<file path="src/rtl/sertx_pkg.sv">
package sertx_pkg;

  typedef enum logic [1:0] {
    MODE_ASYNC = 2'b00,
    MODE_MPROC = 2'b01,
    MODE_SYNC  = 2'b10,
    MODE_LIN   = 2'b11
  } mode_e;

  typedef struct packed {
    mode_e      mode;
    logic       len8;
    logic [1:0] stop_cnt;
    logic       par_en;
    logic       par_odd;
    logic       msb_first;
    logic       addr_flag;
  } cfg_t;

endpackage

</file>
<file path="src/rtl/sertx_frame_build.sv">
module sertx_frame_build
  import sertx_pkg::*;
#(
  parameter int DATA_W = 8,
  parameter int FR_W   = DATA_W + 4,
  parameter int CNT_W  = $clog2(FR_W + 1)
) (
  input  cfg_t              cfg,
  input  logic [DATA_W-1:0] data,
  output logic [FR_W-1:0]   frame,
  output logic [FR_W-1:0]   dmask,
  output logic [CNT_W-1:0]  nbits
);

  logic [DATA_W-1:0] ord;
  logic              par;
  logic              msb;
  logic              is_sync;
  int                n;
  int                pos;
  int                nstop;

  always_comb begin
    is_sync = (cfg.mode == MODE_SYNC);
    n       = (is_sync || cfg.mode == MODE_LIN || cfg.len8) ? DATA_W : DATA_W - 1;
    msb     = cfg.msb_first && (cfg.mode != MODE_LIN);

    // reorder the selected data bits into send order
    ord = '0;
    for (int k = 0; k < DATA_W; k++) begin
      if (k < n) ord[k] = msb ? data[n-1-k] : data[k];
    end

    par = cfg.par_odd;
    for (int k = 0; k < DATA_W; k++) begin
      if (k < n) par = par ^ ord[k];
    end

    frame = '1;
    dmask = '0;
    pos   = 0;
    if (!is_sync) begin
      frame[0] = 1'b0;
      pos      = 1;
    end
    for (int k = 0; k < DATA_W; k++) begin
      if (k < n) begin
        frame[pos+k] = ord[k];
        if (is_sync) dmask[pos+k] = 1'b1;
      end
    end
    pos = pos + n;

    if (cfg.mode == MODE_ASYNC && cfg.par_en) begin
      frame[pos] = par;
      pos        = pos + 1;
    end else if (cfg.mode == MODE_MPROC) begin
      frame[pos] = cfg.addr_flag;
      pos        = pos + 1;
    end

    case (cfg.mode)
      MODE_LIN:  nstop = 1;
      MODE_SYNC: nstop = (cfg.stop_cnt == 2'd0) ? 0 : ((cfg.stop_cnt == 2'd1) ? 1 : 2);
      default:   nstop = cfg.stop_cnt[1] ? 2 : 1;
    endcase

    nbits = CNT_W'(pos + nstop);
  end

endmodule

</file>
<file path="src/rtl/sertx_bit_timer.sv">
module sertx_bit_timer #(
  parameter int BIT_TICKS = 4,
  localparam int TW   = (BIT_TICKS > 2) ? $clog2(BIT_TICKS) : 1,
  localparam int HALF = BIT_TICKS / 2
) (
  input  logic clk,
  input  logic rst_n,
  input  logic run,
  input  logic tick,
  output logic bit_end,
  output logic half_hit
);

  logic [TW-1:0] tcnt;
  logic          at_last;

  assign at_last  = (tcnt == TW'(BIT_TICKS - 1));
  assign bit_end  = run && tick && at_last;
  assign half_hit = run && tick && (tcnt == TW'(HALF - 1));

  always_ff @(posedge clk or negedge rst_n) begin
    if (!rst_n) begin
      tcnt <= '0;
    end else if (!run) begin
      tcnt <= '0;
    end else if (tick) begin
      tcnt <= at_last ? '0 : tcnt + 1'b1;
    end
  end

  AST_TCNT_RANGE: assert property (@(posedge clk) disable iff (!rst_n)
    32'(tcnt) < BIT_TICKS);

  AST_IDLE_NO_COUNT: assert property (@(posedge clk) disable iff (!rst_n)
    !run |=> tcnt == '0);

endmodule

</file>
<file path="src/rtl/sertx_seq.sv">
module sertx_seq
  import sertx_pkg::*;
#(
  parameter int FR_W  = 12,
  parameter int CNT_W = 4
) (
  input  logic             clk,
  input  logic             rst_n,
  input  logic             accept,
  input  mode_e            mode_now,
  input  logic [FR_W-1:0]  frame,
  input  logic [FR_W-1:0]  dmask,
  input  logic [CNT_W-1:0] nbits,
  input  logic             bit_end,
  input  logic             half_hit,
  output logic             busy,
  output logic             txd,
  output logic             sclk,
  output logic             done
);

  logic [FR_W-1:0]  frm_q;
  logic [FR_W-1:0]  dm_q;
  logic [CNT_W-1:0] left;
  logic             cur_dat;
  mode_e            mode_q;

  always_ff @(posedge clk or negedge rst_n) begin
    if (!rst_n) begin
      busy    <= 1'b0;
      txd     <= 1'b1;
      sclk    <= 1'b1;
      done    <= 1'b0;
      frm_q   <= '1;
      dm_q    <= '0;
      left    <= '0;
      cur_dat <= 1'b0;
      mode_q  <= MODE_ASYNC;
    end else begin
      done <= 1'b0;
      if (!busy) begin
        if (accept) begin
          busy    <= 1'b1;
          mode_q  <= mode_now;
          txd     <= frame[0];
          cur_dat <= dmask[0];
          sclk    <= ~dmask[0];
          frm_q   <= {1'b1, frame[FR_W-1:1]};
          dm_q    <= {1'b0, dmask[FR_W-1:1]};
          left    <= nbits - 1'b1;
        end
      end else if (mode_now != mode_q) begin
        busy    <= 1'b0;
        txd     <= 1'b1;
        sclk    <= 1'b1;
        cur_dat <= 1'b0;
      end else if (bit_end) begin
        if (left == '0) begin
          busy    <= 1'b0;
          done    <= 1'b1;
          txd     <= 1'b1;
          sclk    <= 1'b1;
          cur_dat <= 1'b0;
        end else begin
          txd     <= frm_q[0];
          cur_dat <= dm_q[0];
          sclk    <= ~dm_q[0];
          frm_q   <= {1'b1, frm_q[FR_W-1:1]};
          dm_q    <= {1'b0, dm_q[FR_W-1:1]};
          left    <= left - 1'b1;
        end
      end else if (half_hit && cur_dat) begin
        sclk <= 1'b1;
      end
    end
  end

  AST_IDLE_HIGH: assert property (@(posedge clk) disable iff (!rst_n)
    !busy |-> (txd && sclk));

  AST_DONE_PULSE: assert property (@(posedge clk) disable iff (!rst_n)
    done |=> !done);

  AST_DONE_AT_END: assert property (@(posedge clk) disable iff (!rst_n)
    done |-> (!busy && $past(busy)));

  AST_ABORT_IDLE: assert property (@(posedge clk) disable iff (!rst_n)
    (busy && (mode_now != $past(mode_now))) |=> (!busy && !done));

  AST_SCLK_ASYNC_HIGH: assert property (@(posedge clk) disable iff (!rst_n)
    (mode_q != MODE_SYNC) |-> sclk);

endmodule

</file>
<file path="src/rtl/sertx_top.sv">
module sertx_top
  import sertx_pkg::*;
#(
  parameter int DATA_W    = 8,
  parameter int BIT_TICKS = 4,
  localparam int FR_W  = DATA_W + 4,
  localparam int CNT_W = $clog2(FR_W + 1)
) (
  input  logic              clk,
  input  logic              rst_n,
  input  logic [1:0]        mode,
  input  logic              len8,
  input  logic [1:0]        stop_cnt,
  input  logic              par_en,
  input  logic              par_odd,
  input  logic              msb_first,
  input  logic              addr_flag,
  input  logic [DATA_W-1:0] in_data,
  input  logic              in_valid,
  output logic              in_ready,
  input  logic              baud_tick,
  output logic              txd,
  output logic              sclk,
  output logic              busy,
  output logic              done
);

  cfg_t             cfg;
  logic [FR_W-1:0]  frame;
  logic [FR_W-1:0]  dmask;
  logic [CNT_W-1:0] nbits;
  logic             accept;
  logic             bit_end;
  logic             half_hit;

  assign cfg.mode      = mode_e'(mode);
  assign cfg.len8      = len8;
  assign cfg.stop_cnt  = stop_cnt;
  assign cfg.par_en    = par_en;
  assign cfg.par_odd   = par_odd;
  assign cfg.msb_first = msb_first;
  assign cfg.addr_flag = addr_flag;

  assign in_ready = !busy;
  assign accept   = in_valid && in_ready;

  sertx_frame_build #(.DATA_W(DATA_W), .FR_W(FR_W), .CNT_W(CNT_W)) u_build (
    .cfg   (cfg),
    .data  (in_data),
    .frame (frame),
    .dmask (dmask),
    .nbits (nbits)
  );

  sertx_bit_timer #(.BIT_TICKS(BIT_TICKS)) u_timer (
    .clk      (clk),
    .rst_n    (rst_n),
    .run      (busy),
    .tick     (baud_tick),
    .bit_end  (bit_end),
    .half_hit (half_hit)
  );

  sertx_seq #(.FR_W(FR_W), .CNT_W(CNT_W)) u_seq (
    .clk      (clk),
    .rst_n    (rst_n),
    .accept   (accept),
    .mode_now (cfg.mode),
    .frame    (frame),
    .dmask    (dmask),
    .nbits    (nbits),
    .bit_end  (bit_end),
    .half_hit (half_hit),
    .busy     (busy),
    .txd      (txd),
    .sclk     (sclk),
    .done     (done)
  );

  AST_BUSY_AFTER_ACCEPT: assert property (@(posedge clk) disable iff (!rst_n)
    accept |=> (busy && !in_ready));

  AST_BIT_ONE_NEEDS_TICK: assert property (@(posedge clk) disable iff (!rst_n)
    (busy && !baud_tick && ($past(mode) == mode)) |=> ($stable(txd) && !done));

endmodule

</file>
<file path="config.mk">
export PLATFORM = sky130hd
export DESIGN_NAME = sertx_top
export DESIGN_NICKNAME = d
export VERILOG_FILES = /design/src/rtl/sertx_pkg.sv /design/src/rtl/sertx_frame_build.sv /design/src/rtl/sertx_bit_timer.sv /design/src/rtl/sertx_seq.sv /design/src/rtl/sertx_top.sv
export SDC_FILE = /design/constraint.sdc
export NUM_CORES = 1
export LEC_CHECK = 0
export CORE_MARGIN = 1.5
export CORE_UTILIZATION = 50
export CTS_CLUSTER_DIAMETER = 50
export DETAILED_ROUTE_END_ITERATION = 6
export GPL_TIMING_DRIVEN = 0
export PLACE_DENSITY = 0.75
export SETUP_SLACK_MARGIN = 0.02
export SYNTH_ARGS = -nofsm -noshare
export SYNTH_HDL_FRONTEND = slang
export SYNTH_SLANG_ARGS = --single-unit
</file>
<file path="constraint.sdc">
create_clock -name clk -period 1.88 [get_ports clk]
set_clock_uncertainty 0.15 [all_clocks]
set_input_delay 0.188 -clock clk [delete_from_list [all_inputs] [get_ports clk]]
set_output_delay 0.188 -clock clk [all_outputs]
set_load 0.01 [all_outputs]
</file>
==> results.sh <==
export IMPL_dr_pass1_iters=5
export IMPL_period_share_pct=98.1
export IMPL_instances_no_fill=399
export IMPL_finalSetupViolCount=0
export IMPL_worstSetupStartpointType="input port"
export IMPL_end_kind="flip-flop"
export IMPL_min_period_ps=1840
export IMPL_critical_path_startpoint="mode[1]"
export IMPL_r2r_cells=8
export IMPL_arrival_ps=1910
export IMPL_root_buffer="clkbuf_8"
export IMPL_postSynthCellCount=291
export IMPL_gr_usage_all_layers_pct=26.0
export IMPL_cp_num_buf_inv=4
export IMPL_design_area_sq_um=3240
export IMPL_clock_sink_count=31
export IMPL_dpl_cell_count=367
export IMPL_routed_wl_mm=6.45
export IMPL_max_stage_delay_ps=530
export IMPL_wl_per_cell_microns=16.2
export IMPL_clkLatencyLatePin_ps=290
export IMPL_timing_fmax_mhz=542
export IMPL_cts_made_buffers=5
export IMPL_path_clk_slew_ps=70
export IMPL_synth_async_reset_ratio_pct=100
export IMPL_ys_flop_type="dfrtp_1"
export IMPL_path_max_fanout=5
export IMPL_ys_seq_area_share_pct=34.5
export IMPL_min_from="mode[0]"
export IMPL_setup_tns_ps=0
export IMPL_cts_htree_levels=2
export IMPL_reg2reg_from="u_seq.mode_q[1]"
export IMPL_drv_slew=0
export IMPL_drt_antenna_violating_nets=0
export IMPL_hold_viol=0
export IMPL_num_nets_final=375
export IMPL_synth_avg_cell_area_sq_um=7.90
export IMPL_tritoncts="built"
export IMPL_clockBufferDepth=2
export IMPL_synth_nets=320
export IMPL_initialDrtViolationCount=176
export IMPL_via_count=2339
export IMPL_hp_class="in -> reg"
export IMPL_fin_util_pct=73.8
export IMPL_relSlewSlack_pct=55.9
export IMPL_core_area_sq_um=4380
export IMPL_synth_distinct_cells=50
export IMPL_grtUsageMet2_pct=41.2
export IMPL_rsz0062_at_grt="true"
export IMPL_grt_use_met1_pct=35.1
export IMPL_rows=24
export IMPL_hold_slack_ps=97.3
export IMPL_yosys_warnings=0
export IMPL_reg2reg_slack_ps=40
export IMPL_port_buffers=24
export IMPL_ir_drop_mv=0.901
export IMPL_insertedDiodeCount=0
export IMPL_grt_overflow=0
export IMPL_hpwl_mm=4.17
export IMPL_status="finished clean"
export IMPL_die_w_microns=70.8
export IMPL_fillers=299
export IMPL_layout_commonest_cell="nand2_1"
export IMPL_drive_gt1_share_pct=32.6
export IMPL_die_h_microns=70.8
export IMPL_setup_worst_path_class="in -> reg"
export IMPL_whs_endpoint="u_seq.mode_q[0]"
export IMPL_crit_path_cell_trace="buf_6, buf_6, clkbuf_8, nand2_2, nand2_2, ha_4, inv_1, ha_4, fa_2, o22ai_2, a21oi_2"
export IMPL_grt_max_degree=32
export IMPL_ios=26
export IMPL_busiest_layer="met2"
export IMPL_synth_area_sq_um=2300
export IMPL_required_ps=1950
export IMPL_use_met3_pct=6.70
export IMPL_path_delay_family="adder cells"
export IMPL_ys_seq_elements=31
export IMPL_critPathSlowestCell="fa_2"
export IMPL_antenna_found_initial=0
export IMPL_worstReg2RegEnd="u_seq.frm_q[0]"
export IMPL_p_leak_uw=0.00138
export IMPL_layout_common_cells="nand2_1, nor2_1, a21oi_1, o21ai_0, buf_4"
export IMPL_multi_input_area_sq_um=1640
export IMPL_syn2layout_area_growth_pct=40.8
export IMPL_place_area_sq_um=2670
export IMPL_start_util_pct=52.4
export IMPL_grt_pass1_wl_mm=10.2
export IMPL_drc=0
export IMPL_vias_per_cell=5.86
export IMPL_tightest_slew_ps=661
export IMPL_regArea_sq_um=793
export IMPL_die_area_sq_um=5010
export IMPL_min_path_cells=4
export IMPL_p_per_area_nw_per_um2=1040
export IMPL_routabilityCongestion=0.810
export IMPL_grt_pass1_vias=2199
export IMPL_maxCapViolCount=0
export IMPL_synth_enable_flop_cells=0
-- cells in the mapped netlist, drive strengths merged, types with 2 or more instances --
cell	number	share of area, %
a2111oi	2	0.76
a211oi	5	1.6
a21oi	30	7.0
a31oi	3	1.1
and2	2	0.54
and3	2	0.54
buf	5	1.1
clkbuf	11	1.8
conb	2	0.33
dfrtp	18	20
dfstp	13	15
ha	7	3.8
inv	11	1.8
mux2i	10	4.5
nand2	43	7.0
nand2b	7	1.9
nand3	6	1.3
nor2	33	5.5
nor2b	6	2.0
nor3	7	1.7
o211ai	2	0.65
o21ai	32	7.0
o22ai	2	0.54
o31ai	4	1.3
or3	3	0.82
xnor2	7	3.0
xor2	4	1.9
-- kinds of logic after synthesis --
group	after synthesis	synth area share, %
buffers and inverters	27	4.68
adders and majority gates	8	4.68
AOI/OAI and AO/OA	88	23.3
other	2	0.327
and+or+nand+nor	113	22.5
xor gates and xnor gates	11	4.85
DFF	31	34.5
muxes	11	5.17
-- state kept, by name, summed over array words and instances (netlist names) --
register and flops:
u_timer.tcnt 2, u_seq.busy 1, u_seq.mode_q 2, u_seq.left 4, u_seq.txd 1, u_seq.done 1
u_seq.sclk 1, u_seq.frm_q 11, u_seq.dm_q 7, u_seq.cur_dat 1
-- worst max path at each step --
| stage | slack (ps) | end | cells after the start |
|---|---|---|---|
| after floorplan | -130 | u_seq.left[2] | 12 |
| final | 40 | u_seq.left[2] | 11 |
| after global placement | -1010 | u_seq.frm_q[2] | 9 |
| after detailed placement | -1050 | u_seq.frm_q[2] | 9 |
| after CTS | 20 | u_seq.left[2] | 11 |
| after global routing | -80 | u_seq.frm_q[0] | 8 |
-- report_power, final --
part,switching (uW),internal [uW]
combinational,804,698
clock,257,428
sequential,196,998
-- metrics by stage --
step,setup slack (ps),total power [uW]
after global placement,-1010,2290
final,35.3,3380
after detailed placement,-1050,2320
after floorplan,-131,1940
after CTS,23.8,3190
after global routing,-76.0,3590
-- worst min-delay path, stage by stage --
cell and delay, ps:
buf_12 90, clkbuf_16 130, nand2_1 40, nand2_1 50
-- cell type report --
class,instances,area share (%)
well taps,52,2.01
inverters,11,1.28
flip-flops and latches,31,24.5
clock buffers,6,2.55
multi-input cells,233,50.6
plain buffers,15,5.03
repair buffers,49,12.9
clock inverters,2,1.08
-- what timing repair did --
| item | CTS | global route |
|---|---|---|
| setup buffers | 16 | 7 |
| cloned | 0 | 1 |
| endpoints found under the setup margin | 29 | 20 |
| hold buffers | 0 | 1 |
| resized for setup | 64 | 37 |
| pin swaps | 11 | 12 |
| hold endpoints to repair | 0 | 18 |
-- layer usage --
metal | up-vias | share of wire (%)
li1 | 1119 | -
met1 | 1120 | 43
met2 | 82 | 49
met3 | 18 | 6.2
met4 | 0 | 1.9
met5 | - | 0
No activity file was read; power rests on OpenSTA's default activity.
